### config.mk
export PLATFORM = sky130hd
export DESIGN_NAME = adc_read_ctrl
export DESIGN_NICKNAME = d
export VERILOG_FILES = /design/src/rtl/adc_rd_pkg.sv /design/src/rtl/adc_rd_timer.sv /design/src/rtl/adc_rd_shifter.sv /design/src/rtl/adc_read_ctrl.sv
export SDC_FILE = /design/constraint.sdc
export NUM_CORES = 1
export LEC_CHECK = 0
export BUFFER_PORTS_ARGS = -buffer_cell sky130_fd_sc_hd__buf_4
export CAP_MARGIN = 20
export CORE_MARGIN = 8
export CORE_UTILIZATION = 30
export DETAILED_ROUTE_END_ITERATION = 10
export PLACE_DENSITY = 0.53
export SLEW_MARGIN = 20
export SYNTH_ARGS = -nofsm -noshare
export SYNTH_HDL_FRONTEND = slang
export SYNTH_HIERARCHICAL = 1
export SYNTH_SLANG_ARGS = --single-unit
export TNS_END_PERCENT = 50
### constraint.sdc
create_clock -name clk -period 2.65 [get_ports clk]
set_input_delay 0.265 -clock clk [delete_from_list [all_inputs] [get_ports clk]]
set_output_delay 0.265 -clock clk [all_outputs]
set_load 0.005 [all_outputs]
### src/rtl/adc_rd_pkg.sv
package adc_rd_pkg;

    localparam int ADC_BITS    = 12;
    localparam int MARK_RISE   = 3;
    localparam int RISES_PLAIN = MARK_RISE + ADC_BITS;
    localparam int RISES_ECHO  = RISES_PLAIN + ADC_BITS - 1;
    localparam int CNT_W       = $clog2(RISES_ECHO + 1);

    typedef enum logic [2:0] {
        ST_IDLE,
        ST_SETUP,
        ST_HIGH,
        ST_LOW,
        ST_CSHOLD
    } rd_state_e;

    typedef struct packed {
        logic [ADC_BITS-1:0] word;
        logic                mark_bad;
        logic                echo_bad;
    } rd_capture_t;

    function automatic logic [CNT_W-1:0] final_rise(input logic echo_on);
        return echo_on ? CNT_W'(RISES_ECHO) : CNT_W'(RISES_PLAIN);
    endfunction

    function automatic int max3(input int a, input int b, input int c);
        int m;
        m = (a > b) ? a : b;
        return (m > c) ? m : c;
    endfunction

    function automatic int min2(input int a, input int b);
        return (a < b) ? a : b;
    endfunction

endpackage

### src/rtl/adc_rd_timer.sv
module adc_rd_timer #(
    parameter int W = 8
) (
    input  logic         clk,
    input  logic         rst,
    input  logic         load,
    input  logic [W-1:0] load_val,
    output logic         expired
);
    logic [W-1:0] cnt;

    always_ff @(posedge clk) begin
        if (rst) begin
            cnt <= '0;
        end else if (load) begin
            cnt <= load_val;
        end else if (cnt != '0) begin
            cnt <= cnt - 1'b1;
        end
    end

    assign expired = (cnt == '0);

endmodule

### src/rtl/adc_rd_shifter.sv
module adc_rd_shifter
    import adc_rd_pkg::*;
(
    input  logic             clk,
    input  logic             rst,
    input  logic             clear,
    input  logic             sample,
    input  logic [CNT_W-1:0] rise_idx,
    input  logic             din,
    output rd_capture_t      cap
);
    localparam int LAST_WORD = MARK_RISE + ADC_BITS;

    logic [ADC_BITS-1:0] word_q;
    logic [ADC_BITS-2:0] echo_q;
    logic                mark_q;
    logic [ADC_BITS-2:0] diff;

    always_ff @(posedge clk) begin
        if (rst || clear) begin
            word_q <= '0;
            echo_q <= '0;
            mark_q <= 1'b0;
        end else if (sample) begin
            if (rise_idx == CNT_W'(MARK_RISE)) begin
                mark_q <= din;
            end else if (rise_idx > CNT_W'(MARK_RISE) && rise_idx <= CNT_W'(LAST_WORD)) begin
                word_q <= {word_q[ADC_BITS-2:0], din};
            end else if (rise_idx > CNT_W'(LAST_WORD)) begin
                echo_q <= {din, echo_q[ADC_BITS-2:1]};
            end
        end
    end

    // echo_q[k] holds the repeated copy of word bit k+1
    for (genvar k = 0; k < ADC_BITS - 1; k++) begin : g_cmp
        assign diff[k] = echo_q[k] ^ word_q[k+1];
    end

    assign cap.word     = word_q;
    assign cap.mark_bad = mark_q;
    assign cap.echo_bad = |diff;


    rise_bound_chk: assert property (@(posedge clk) disable iff (rst)
        sample |-> (rise_idx != '0 && rise_idx <= CNT_W'(RISES_ECHO)));

endmodule

### src/rtl/adc_read_ctrl.sv
module adc_read_ctrl
    import adc_rd_pkg::*;
#(
    parameter int HALF_PERIOD_CYCLES = 64,
    parameter int SETUP_CYCLES       = 20,
    parameter int CS_HIGH_CYCLES     = 125
) (
    input  logic                clk,
    input  logic                rst,
    input  logic                start,
    input  logic                echo_chk,
    input  logic                sdi,
    output logic                cs_n,
    output logic                sclk,
    output logic                busy,
    output logic                done,
    output logic [ADC_BITS-1:0] result,
    output logic                err
);
    localparam int TMAX   = max3(HALF_PERIOD_CYCLES, SETUP_CYCLES, CS_HIGH_CYCLES);
    localparam int TW     = $clog2(TMAX + 1);
    localparam int RW     = $clog2(TMAX + 2) + 1;
    localparam int MINRISE = min2(HALF_PERIOD_CYCLES, SETUP_CYCLES);

    localparam logic [TW-1:0] LD_HALF  = TW'(HALF_PERIOD_CYCLES - 1);
    localparam logic [TW-1:0] LD_SETUP = TW'(SETUP_CYCLES - 1);
    localparam logic [TW-1:0] LD_CSH   = TW'(CS_HIGH_CYCLES - 1);

    rd_state_e        state;
    logic [CNT_W-1:0] rise_cnt;
    logic             echo_q;
    logic             t_load;
    logic [TW-1:0]    t_val;
    logic             t_exp;
    logic             smp;
    logic [CNT_W-1:0] smp_idx;
    logic             last_rise;
    rd_capture_t      cap;

    assign last_rise = (rise_cnt == final_rise(echo_q));

    always_comb begin
        t_load = 1'b0;
        t_val  = LD_HALF;
        case (state)
            ST_IDLE: begin
                t_load = start;
                t_val  = LD_SETUP;
            end
            ST_SETUP, ST_LOW: begin
                t_load = t_exp;
                t_val  = LD_HALF;
            end
            ST_HIGH: begin
                t_load = t_exp;
                t_val  = last_rise ? LD_CSH : LD_HALF;
            end
            default: begin
                t_load = 1'b0;
                t_val  = LD_HALF;
            end
        endcase
    end

    assign smp     = (state == ST_SETUP || state == ST_LOW) && t_exp;
    assign smp_idx = (state == ST_SETUP) ? CNT_W'(1) : rise_cnt + 1'b1;

    adc_rd_timer #(.W(TW)) u_timer (
        .clk      (clk),
        .rst      (rst),
        .load     (t_load),
        .load_val (t_val),
        .expired  (t_exp)
    );

    adc_rd_shifter u_shift (
        .clk      (clk),
        .rst      (rst),
        .clear    (state == ST_IDLE && start),
        .sample   (smp),
        .rise_idx (smp_idx),
        .din      (sdi),
        .cap      (cap)
    );

    always_ff @(posedge clk) begin
        if (rst) begin
            state    <= ST_IDLE;
            cs_n     <= 1'b1;
            sclk     <= 1'b0;
            busy     <= 1'b0;
            done     <= 1'b0;
            rise_cnt <= '0;
            echo_q   <= 1'b0;
            result   <= '0;
            err      <= 1'b0;
        end else begin
            done <= 1'b0;
            case (state)
                ST_IDLE: begin
                    if (start) begin
                        cs_n     <= 1'b0;
                        busy     <= 1'b1;
                        echo_q   <= echo_chk;
                        rise_cnt <= '0;
                        state    <= ST_SETUP;
                    end
                end
                ST_SETUP, ST_LOW: begin
                    if (t_exp) begin
                        sclk     <= 1'b1;
                        rise_cnt <= smp_idx;
                        state    <= ST_HIGH;
                    end
                end
                ST_HIGH: begin
                    if (t_exp) begin
                        sclk <= 1'b0;
                        if (last_rise) begin
                            cs_n  <= 1'b1;
                            state <= ST_CSHOLD;
                        end else begin
                            state <= ST_LOW;
                        end
                    end
                end
                ST_CSHOLD: begin
                    if (t_exp) begin
                        busy   <= 1'b0;
                        done   <= 1'b1;
                        result <= cap.word;
                        err    <= cap.mark_bad | (echo_q & cap.echo_bad);
                        state  <= ST_IDLE;
                    end
                end
                default: state <= ST_IDLE;
            endcase
        end
    end

    // Run-length monitor of the bus lines for the timing checks
    logic          sclk_d, cs_d;
    logic [RW-1:0] run;

    always_ff @(posedge clk) begin
        if (rst) begin
            sclk_d <= 1'b0;
            cs_d   <= 1'b1;
            run    <= RW'(TMAX + 1);
        end else begin
            sclk_d <= sclk;
            cs_d   <= cs_n;
            if (sclk != sclk_d || cs_n != cs_d) begin
                run <= RW'(1);
            end else if (run < RW'(TMAX + 1)) begin
                run <= run + 1'b1;
            end
        end
    end


    high_phase_chk: assert property (@(posedge clk) disable iff (rst)
        (sclk_d && !sclk) |-> run >= RW'(HALF_PERIOD_CYCLES));


    rise_spacing_chk: assert property (@(posedge clk) disable iff (rst)
        (!sclk_d && sclk) |-> run >= RW'(MINRISE));


    cs_high_chk: assert property (@(posedge clk) disable iff (rst)
        (cs_d && !cs_n) |-> run >= RW'(CS_HIGH_CYCLES));


    sclk_framed_chk: assert property (@(posedge clk) disable iff (rst)
        sclk |-> !cs_n);


    busy_cover_chk: assert property (@(posedge clk) disable iff (rst)
        !cs_n |-> busy);


    done_end_chk: assert property (@(posedge clk) disable iff (rst)
        done |-> (!busy && cs_n && $past(busy)));


    result_hold_chk: assert property (@(posedge clk) disable iff (rst)
        !done |-> ($stable(result) && $stable(err)));

endmodule

# Word level (Yosys, flattened, before mapping)
# Cells that the tools add are included.
[totals]
ff_bits = 57
input_bits = 5
output_inout_bits = 17
wordCells = 98
[op_classes]
add_sub_neg = 2
order_cmp = 3
eq_ne = 11
muxes = 26
n_bitwise = 16
reduce_logical = 27
[op_table]
columns = ["operator", "count"]
rows = [
  ["7-bit 2-to-1 mux", 3],
  ["5-bit 2-to-1 mux", 4],
  ["3-bit 2-to-1 mux", 5],
  ["7-bit case mux with 2 select lines", 1],
  ["3-bit case mux with 4 select lines", 1],
  ["3-bit AND reduction", 4],
  ["4-bit AND reduction", 3],
  ["11-bit OR reduction", 1],
  ["1-bit bitwise XOR", 11],
  ["2-bit inequality test (second input constant)", 5],
  ["5-bit case mux with 2 select lines", 1],
  ["2-bit nonzero test", 5],
  ["1-bit case mux with 2 select lines", 4],
  ["7-bit zero test", 1],
  ["1-bit 2-to-1 mux", 7],
  ["7-bit nonzero test", 1],
  ["7-bit by 1-bit subtractor with 7-bit output (second input constant)", 1],
  ["3-bit by 2-bit == test with 1-bit output (second input constant)", 2],
  ["2-bit AND reduction", 3],
  ["5-bit by 1-bit adder with 5-bit output (second input constant)", 1],
  ["5-bit by 2-bit == test with 1-bit output (second input constant)", 1],
  ["5-bit == test", 1],
  ["5-bit by 2-bit greater-than comparator with 1-bit output (second input constant)", 1],
  ["5-bit by 4-bit greater-than comparator with 1-bit output (second input constant)", 1],
  ["11 further kinds", 17],
]

# Depth between registers and ports, before layout
# Gate-level depths: netlist (run 1).
[logic_depth]
depth_word = 6
depth_mapped = 11
mapped_depth_nobuf = 8

# By module
# Netlist (run 1), hierarchy kept.
[by_module_without_submodules]
columns = ["module", "n_inst", "cells_each", "area_per_inst_um2", "seq_area_each_um2"]
rows = [
  ["adc_read_ctrl", 1, 151, 1206.2, 520.5],
  ["adc_rd_shifter", 1, 131, 1029.7, 480.5],
  ["adc_rd_timer", 1, 47, 399.1, 140.1],
]

# Worst setup path after synthesis (run 1)
# Ideal clock, no wire load.
[synth_path]
kind = "register -> register"
from = "register u_timer.cnt[0]"
to = "register u_shift.word_q[11]"
setup_ns = 0.070
t_arrival_ns = 2.005
t_required_ns = 2.580
path_slack_ns = 0.575
path_stages_with_launch = 12
n_path_buf = 3
period_less_slack_ns = 2.075
cell_sequence = "dfxtp_1 inv_1 ha_1 and4b_1 buf_6 buf_2 nand3b_1 inv_1 nor2b_1 clkbuf_1 nand3_1 a21oi_1"
[synth_between]
elab_chain_len = 3
[synth_rtl]
columns = ["element", "line", "rtl"]
rows = [
  ["start, declared", "adc_rd_timer.sv:10", "logic [W-1:0] cnt;"],
  ["start signal, assigned", "adc_rd_timer.sv:16", "cnt <= load_val;"],
  ["start signal, assigned", "adc_rd_timer.sv:18", "cnt <= cnt - 1'b1;"],
  ["7-bit zero test", "adc_rd_timer.sv:22", "assign expired = (cnt == '0);"],
  ["via t_exp", "adc_read_ctrl.sv:34", "logic t_exp;"],
  ["1-bit logical AND", "adc_read_ctrl.sv:65", "assign smp = (state == ST_SETUP || state == ST_LOW) && t_exp;"],
  ["via smp", "adc_read_ctrl.sv:35", "logic smp;"],
  ["3-bit AND reduction (no source line)", "--", ""],
  ["end signal, assigned", "adc_rd_shifter.sv:28", "word_q <= {word_q[ADC_BITS-2:0], din};"],
  ["end, declared", "adc_rd_shifter.sv:14", "logic [ADC_BITS-1:0] word_q;"],
]
# The timed path passes the listed nets, and every way through them passes these cells.
# A chain may end at the register's enable or synchronous reset.

# Final worst setup path (run 1)
[layout_path]
from = "register u_timer.cnt[0]"
to = "register u_shift.mark_q"
[layout_between]
elab_chain_len = 3
[layout_rtl]
columns = ["element", "line", "rtl"]
rows = [
  ["7-bit zero test", "adc_rd_timer.sv:22", ""],
  ["via t_exp", "adc_read_ctrl.sv:34", ""],
  ["1-bit logical AND", "adc_read_ctrl.sv:65", ""],
  ["via smp", "adc_read_ctrl.sv:35", ""],
  ["2-bit AND reduction (no source line)", "--", ""],
  ["end signal, assigned", "adc_rd_shifter.sv:26", "mark_q <= din;"],
  ["end, declared", "adc_rd_shifter.sv:16", "logic mark_q;"],
]
# The timed path passes the listed nets, and every way through them passes these cells.

==> results of run 1 <==
[stage by stage]
step	setup WS (ns)	power (W)
finish	0.618	0.00243
global route	0.416	0.00255
CTS	0.624	0.00245
detailed placement	0.649	0.00164
global placement	0.670	0.00165
floorplan	0.575	0.00151
[worst max-delay path, delay by kind of cell (launching register included)]
kind,cells,cell delay [ns]
simple gates,4,0.99
buf+inv,2,0.35
flops,1,0.31
fa+ha+maj,1,0.16
compound gates,1,0.13
[worst paths after layout]
check                   end  slack (ns)  cells past startpoint
max          u_shift/mark_q        0.62                      8
min                  echo_q        0.18                      3
max reg2reg  u_shift/mark_q        0.62                      8
min reg2reg      result[11]        0.45                      2
[area by class of cell]
| type | instances | area share |
|---|---|---|
| clock buffers | 9 | 0.0403 |
| clock inverters | 7 | 0.0232 |
| inverters | 6 | 0.00733 |
| multi-input cells | 242 | 0.443 |
| flip-flops and latches | 57 | 0.371 |
| well taps | 108 | 0.0440 |
| repair buffers | 29 | 0.0708 |
[logic make-up after synthesis]
family	after synthesis
and+or+nand+nor	136
AOI/OAI and AO/OA	81
DFF	57
buffers and inverters	30
xor gates and xnor gates	20
adders and majority gates	3
other	1
muxes	1
[cell usage after synthesis, drive strengths merged (2+ instances only)]
master,instances
a211oi,4
o22ai,4
dfxtp,57
xnor2,5
nor2,15
nand3,17
nand4,2
and4b,2
clkbuf,15
buf,9
a41oi,3
o21ai,15
nor2b,2
nand2,67
and2,3
nor3b,3
nand4bb,3
nor4,3
xor2,15
nand2b,2
or2,4
nor3,3
a21oi,46
or3,3
a22oi,2
inv,6
ha,3
[layer usage]
layer  routed length, um  share of wire  global-route usage  vias up
li1                    -              -                   -     1169
met1                3020           0.51               0.132     1045
met2                2630           0.44               0.165       31
met3                 214          0.036              0.0252        9
met4                 114          0.019              0.0598        0
met5                   0              0                   0        -
[sequential cells by signal (all words and copies together) (netlist names)]
register	flops
busy	1
cs_n	1
done	1
echo_q	1
err	1
result	12
rise_cnt	5
sclk	1
state	3
u_shift/echo_q	11
u_shift/mark_q	1
u_shift/word_q	12
u_timer/cnt	7
[power by group through the flow]
stage | Clock (W) | Sequential [W] | Combinational, W
finish | 0.000799 | 0.000999 | 0.000631
global route | 0.000849 | 0.00101 | 0.000690
CTS | 0.000822 | 0.000999 | 0.000629
detailed placement | 0 | 0.00102 | 0.000625
global placement | 0 | 0.00102 | 0.000628
floorplan | 0 | 0.000987 | 0.000523
==> impl_results.md, run 1 <==
* Status: finished clean
* Final wirelength at 5980 um
* Mux cell area share after synthesis at 0.00427
* Fin. max-slew vios at 0
* Final Hold Fails at 0
* Core ar. at roughly 8600 um2
* Most frequent cell on the critical path: inv_1
* Setup TNS at 0 ns
* Io pins at 22
* RSZ-0062 raised after global routing: false
* Post-CTS Hold Fix Bufs at 0
* Crit Path Category: reg2reg
* Total track usage at 0.106
* Final period util at 0.767
* Vias in the first global route at ~2100
* Sequential Power Share at 0.411
* Most frequent cells in the layout: nand2_1 (67), dfxtp_1 (57), a21oi_1 (45)
* CP arrival at between 2 and 2.5 ns
* Crit-path max FO at 7
* Placed Area at 2880 um2
* Placed insts at ~440
* Initial drt markers at 126
* Total die area at between 10000 and 15000 um2
* Max Cap Violations at 0
* Maximum vdd drop at ~0.32 mV
* Min-delay worst type: in2reg
* FF+latch area at ~1100 um2
* Initial antenna violation count at 0
* Xor/xnor share of the synthesized area at 0.0665
* Largest net degree at the start of global routing at 34
* Seq/Total Area, Yosys at 0.433
* Count of cell types in the netlist at between 50 and 60
* Ant. Diodes at 0
* Clk pwr share at 0.329
* Hpwl dp at between 4000 and 5000 um
* Fillers at approximately 890
* Synth warn at 6
* IO buf count at 21
* First-pass GRT wire length at between 10000 and 15000 um
* Hold slack at about 0.18 ns
* Post-Synth Adder-Cell Area at 0.0142
* Main area contributors after synthesis: dfxtp_1 (43%), nand2_1 (9.5%), a21oi_1 (8.5%)
* Pleak at roughly 1.2 nW
* Top FF cell, synth: dfxtp_1
* Post-route cell area at between 3000 and 4000 um2
* Final core utilization at 0.356
* CTS Buf Count at 9
* R2R Path Start: u_timer/cnt[0]
* WP data required at 2.91 ns
* Worst path max stage delay at about 0.46 ns
* Startpoint Class: register
* Row count at 34
* Setup violations, final at 0
* CTS Buffer Depth at 2
* Vias/cell at 4.92
* Die width at roughly 110 um
* Combinational power share at 0.260
* First drt pass iteration count at 4
* Post-Layout Cell Count at around 460
* Post-synth EDFFs at 0
* Synthesized area per cell at 8.01 um2
* Initial Util at 0.305
* Layout cell share with drive strength beyond 1 at 0.149
* Sw Ratio at 0.325
* Post-CTS Resized at 0
* Area growth from synthesis to final layout at 16.7%
* Routed len/inst at approximately 13 um
* Global route total overflow at 0
* Setup Buffers After CTS at 0
* Synth Area in Compound Gates at 0.176
* Worst-Skew Late Latency at between 0.3 and 0.4 ns
* Worst path slowest cell: or4_1
* Fin crit period at roughly 2 ns
* Post-Syn Area at between 2000 and 3000 um2
* Int Pwr at ~0.0016 W
* Crit path cell chain: inv_1, ha_1, and4b_1, nand3b_1, inv_1, nand2b_1, or4_1, a21oi_1
* Post-Synth Simple-Gate Area at 0.255
* CTS tree: yes
* Leading cell type in the layout, fill and taps excluded: nand2_1
* P_sw at between 0.0007 and 0.0008 W
* Largest area contributor in the netlist: dfxtp_1
* Combinational family with the most area after synthesis: simple AND/OR/NAND/NOR gates
* Flops & latches, synth at 57
* Clock Sink Count at 57
* CP startpoint: u_timer/cnt[0]
* Multi-input gate area at 1360 um2
* Root Driver: clkbuf_8
* Power density over the cells at just under 800 nW/um2
* Worst Hold Launch: echo_chk
* Async SR Flop Fraction at 0
* Die height at between 100 and 150 um
* H-tree levels at 3
* Clock skew at about 0.0094 ns
* DRC violations left at 0
* Via count at 2254
* CP Capture Type: register
* Cells after Synth at 329
* Fmax achieved at slightly below 0.5 GHz
* Clock Pin Slew Worst Setup and Hold Paths at approximately 0.070 ns
* Post-synth top area share at 0.433
* Mapped Nets at 337
* Final nets at around 350
* GP Congestion at 0.786
* Antenna-violating nets left at 0
(Power assumes the default switching activity.)
==> run 2, diff against run 1 <==
==> constraint.sdc (replaced) <==
create_clock -name clk -period 2 [get_ports clk]
set_input_delay 0.2 -clock clk [delete_from_list [all_inputs] [get_ports clk]]
set_output_delay 0.2 -clock clk [all_outputs]
set_load 0.005 [all_outputs]
==> impl_results.md, run 2 (synthesis results as in run 1) <==
* Status: finished clean
* Vias/cell at 4.93
* Worst-Skew Late Latency at ~0.34 ns
* Sequential Power Share at 0.375
* Int Pwr at 0.00238 W
* R2R Path Start: u_timer/cnt[0]
* Area growth from synthesis to final layout at 20.9%
* Sw Ratio at 0.309
* Layout cell share with drive strength beyond 1 at 0.178
* Min-delay worst type: in2reg
* Max Cap Violations at 0
* Clock skew at between 0.008 and 0.009 ns
* Hpwl dp at ~4200 um
* Final period util at 0.945
* Multi-input gate area at roughly 1400 um2
* Fin. max-slew vios at 0
* Global route total overflow at 0
* Fillers at between 800 and 900
* Die width at roughly 110 um
* Initial Util at 0.305
* Crit-path max FO at 10
* Root Driver: clkbuf_8
* CTS tree: yes
* Startpoint Class: register
* Final wirelength at slightly above 6000 um
* Ant. Diodes at 0
* Hold path depth at 3
* Initial drt markers at 145
* Leading cell type in the layout, fill and taps excluded: nand2_1
* Fmax achieved at around 0.53 GHz
* H-tree levels at 3
* Final core utilization at 0.369
* Hold endpoint: echo_q
* Routed len/inst at 12.9 um
* P_sw at between 0.001 and 0.0015 W
* Combinational power share at 0.281
* Setup violations, final at 0
* CTS Buf Count at 9
* CP arrival at about 2.2 ns
* Total die area at about 12000 um2
* WP data required at approximately 2.3 ns
* GP Congestion at about 0.76
* Row count at 34
* CTS Buffer Depth at 2
* Initial antenna violation count at 0
* Io pins at 22
* First-pass GRT wire length at approximately 10000 um
* FF-to-FF path depth at 9
* DRC violations left at 0
* Die height at roughly 110 um
* Most frequent cells in the layout: nand2_1 (67), dfxtp_1 (57), a21oi_1 (44)
* Final nets at ~360
* IO buf count at 21
* Clock Sink Count at 57
* Core ar. at between 8000 and 9000 um2
* Final Power at around 0.0034 W
* FF+latch area at about 1100 um2
* Worst r2r dst: u_timer/cnt[5]
* Setup slack at placement at slightly above 0.1 ns
* RSZ-0062 raised after global routing: true
* Power density over the cells at approximately 1100 nW/um2
* Final Hold Fails at 0
* Fin crit period at around 1.9 ns
* Top Registers: result: 12 flops, u_shift/word_q: 12 flops, u_shift/echo_q: 11 flops
* Maximum vdd drop at about 0.42 mV
* Largest net degree at the start of global routing at 34
* Total track usage at 0.107
* Clock Pin Slew Worst Setup and Hold Paths at approximately 0.070 ns
* Post-CTS Hold Fix Bufs at 0
* Antenna-violating nets left at 0
* Reg2reg setup slack at 0.11 ns
* Pleak at between 1 and 1.5 nW
* Via count at approximately 2300
* CP Capture Type: register
* First drt pass iteration count at 4
* Crit Path Category: reg2reg
* Worst Hold Launch: echo_chk
* Setup ws final at ~0.11 ns
* Vias in the first global route at approximately 2100
* Clk pwr share at 0.344
==> run 2: critical path, stage by stage (launching register included) <==
cell and delay (ns):
dfxtp_1 0.32, inv_1 0.07, ha_1 0.19, and4b_1 0.21, buf_6 0.15, o21ai_0 0.07
a21oi_1 0.10, or2_2 0.32, or2_2 0.29, o22ai_1 0.10
==> run 2: layout make-up <==
| class | count | share of cell area |
|---|---|---|
| flip-flops and latches | 57 | 0.358 |
| clock inverters | 7 | 0.0294 |
| repair buffers | 38 | 0.0946 |
| multi-input cells | 242 | 0.430 |
| well taps | 108 | 0.0424 |
| clock buffers | 9 | 0.0389 |
| inverters | 6 | 0.00707 |
==> run 2: how the worst max path moves through the flow <==
stage	start	end	slack, ns	cells after the start
floorplan	u_timer/cnt[0]	u_shift/mark_q	-0.06	10
global placement	u_timer/cnt[0]	u_timer/cnt[5]	0.12	9
detailed placement	u_timer/cnt[0]	u_timer/cnt[5]	0.10	9
CTS	u_timer/cnt[0]	u_timer/cnt[5]	0.08	9
global route	rise_cnt[2]	u_shift/mark_q	-0.008	6
finish	u_timer/cnt[0]	u_timer/cnt[5]	0.11	9
==> run 2: routing by layer <==
layer / GRT usage / up-vias / wire, um
li1: - / 1183 / -
met1: 0.143 / 1063 / 3040
met2: 0.157 / 50 / 2640
met3: 0.0275 / 6 / 284
met4: 0.0521 / 0 / 72
met5: 0 / - / 0
==> run 2: what timing repair did <==
| action | 4_1_cts | 5_1_grt |
|---|---|---|
| endpoints found under the setup margin | 0 | 5 |
| setup buffers | 0 | 0 |
| gates resized for setup | 0 | 4 |
==> run 2: power groups by stage <==
stage	Sequential [W]	Clock, W	Combinational [W]
6_report	0.00129	0.00118	0.000966
5_1_grt	0.00130	0.00126	0.00107
4_1_cts	0.00129	0.00121	0.000950
3_5_place_dp	0.00131	0	0.000941
3_3_place_gp	0.00131	0	0.000939
2_1_floorplan	0.00131	0	0.000694
==> run 2: per-stage QoR <==
stage / instances / TNS, ns / hold WS [ns] / cell area (um2)
after CTS: 467 / 0 / 0.111 / 3180
after detailed placement: 451 / 0 / 0.447 / 2960
after global routing: 467 / -0.00751 / 0.130 / 3190
after global placement: 451 / 0 / 0.444 / 2960
after floorplan: 329 / -0.0568 / 0.336 / 2640
final: 467 / 0 / 0.123 / 3190
==> run 3, diff against run 2 <==
--- a/config.mk
+++ b/config.mk
@@ -10,7 +10,6 @@
 export CORE_MARGIN = 8
 export CORE_UTILIZATION = 30
 export DETAILED_ROUTE_END_ITERATION = 10
-export PLACE_DENSITY = 0.53
 export SLEW_MARGIN = 20
 export SYNTH_ARGS = -nofsm -noshare
 export SYNTH_HDL_FRONTEND = slang
==> impl_results.md, run 3 (synthesis results as in run 1) <==
* Clock Pin Slew Worst Setup and Hold Paths at about 0.07 ns
* Setup ws final at ~0.18 ns
* Max Cap Violations at 0
* Total die area at between 10000 and 15000 um2
* Final wirelength at about 6200 um
* Crit path cell chain: inv_1, ha_1, and4b_1, nand3b_1, inv_1, nand2b_1, or4_1, a21oi_1
* Initial antenna violation count at 0
* IO buf count at 21
* H-tree levels at 3
* Crit-path max FO at 5
* Int Pwr at approximately 0.0024 W
* WP data required at 2.27 ns
* Status: finished clean
* Setup violations, final at 0
* DRC violations left at 0
* Most frequent cells in the layout: nand2_1 (67), dfxtp_1 (57), a21oi_1 (45)
* Power density over the cells at around 1100 nW/um2
* Reg2reg setup slack at approximately 0.18 ns
* Routed len/inst at 13.2 um
* Via count at around 2300
* Fin. max-slew vios at 0
* Min-delay worst type: in2reg
* Antenna-violating nets left at 0
* CP arrival at about 2.1 ns
* Setup Buffers After CTS at 0
* Final core utilization at 0.370
* Pleak at about 1.2 nW
* Maximum vdd drop at slightly below 0.3 mV
* GP Congestion at ~0.77
* Die width at roughly 110 um
* RSZ-0062 raised after global routing: false
* Final Power at between 0.003 and 0.004 W
* Final nets at about 360
* Leading cell type in the layout, fill and taps excluded: nand2_1
* Worst path max stage delay at approximately 0.47 ns
* Io pins at 22
* R2R Path Start: u_timer/cnt[1]
* Vias/cell at just under 5
* Fin crit period at ~1.8 ns
* CTS Buffer Depth at 2
* P_sw at 0.00104 W
* Worst-Skew Late Latency at about 0.34 ns
* Ant. Diodes at 0
* Post-CTS Hold Fix Bufs at 0
* Layout cell share with drive strength beyond 1 at 0.175
* Setup slack at placement at between 0.2 and 0.25 ns
* Worst path bufs/invs at 2
* Initial drt markers at between 200 and 300
* First-pass GRT wire length at around 10000 um
* Vias in the first global route at approximately 2200
* First drt pass iteration count at 4
* Most frequent cell on the critical path: inv_1
* Final Hold Fails at 0
* Area growth from synthesis to final layout at 21.3%
* Worst path slowest cell: or4_1
* Hpwl dp at approximately 4400 um
* CTS tree: yes
* Root Driver: clkbuf_8
* CP startpoint: u_timer/cnt[1]
* Startpoint Class: register
* Clock skew at roughly 0.011 ns
* Post-CTS Resized at 0
* Top Registers: result: 12 flops, u_shift/word_q: 12 flops, u_shift/echo_q: 11 flops
* Core ar. at around 8600 um2
* Combinational power share at 0.280
* Fmax achieved at 0.549 GHz
* Initial Util at 0.305
* CP Capture Type: register
* Die height at between 100 and 150 um
* Row count at 34
* CTS Buf Count at 9
* Sw Ratio at 0.302
* Clock Sink Count at 57
* Global route total overflow at 0
* Largest net degree at the start of global routing at 34
* Crit Path Category: reg2reg
* Fillers at around 890
* Clk pwr share at 0.347
* Worst Hold Launch: echo_chk
* Sequential Power Share at 0.373
* Total track usage at 0.111
* Final period util at 0.911
* CP top delay family: simple AND/OR/NAND/NOR gates
run 3: area by class of cell:
class                   count  area, um2  share of cell area
inverters                   6       22.5             0.00705
well taps                 108        135              0.0423
clock inverters             5       78.8              0.0247
multi-input cells         242       1360               0.427
repair buffers             40        313              0.0979
clock buffers              11        141              0.0442
flip-flops and latches     57       1140               0.357
run 3: stage by stage:
step | setup TNS, ns | hold WS, ns | instances | area, um2
after floorplan | -0.0568 | 0.336 | 329 | 2640
after global placement | 0 | 0.443 | 453 | 2970
after detailed placement | 0 | 0.447 | 453 | 2970
after CTS | 0 | 0.116 | 469 | 3190
after global routing | 0 | 0.130 | 469 | 3200
final | 0 | 0.126 | 469 | 3200
run 3: tightest hold or removal path: stages:
cell,delay (ns)
buf_4,0.12
nand2_1,0.05
a21oi_1,0.05
run 3: per-layer routing:
metal / global-route usage / up-vias / share of wire
met2: 0.156 / 47 / 0.42
met4: 0.0395 / 0 / 0.010
met1: 0.146 / 1069 / 0.51
met5: 0 / - / 0
met3: 0.0481 / 6 / 0.058
li1: - / 1186 / -
run 3: path summary, 6_finish.rpt:
| check | endpoint | depth (start not counted) |
|---|---|---|
| setup / recovery | u_shift/mark_q | 8 |
| hold / removal | echo_q | 3 |
| setup reg to reg | u_shift/mark_q | 8 |
| hold reg to reg | result[6] | 2 |
run 3: power by group through the flow:
stage               clock network, W  registers (W)  logic, W
floorplan                          0        0.00131  0.000694
global placement                   0        0.00131  0.000961
detailed placement                 0        0.00131  0.000959
CTS                          0.00122        0.00129  0.000966
global route                 0.00129        0.00130   0.00108
finish                       0.00120        0.00129  0.000968
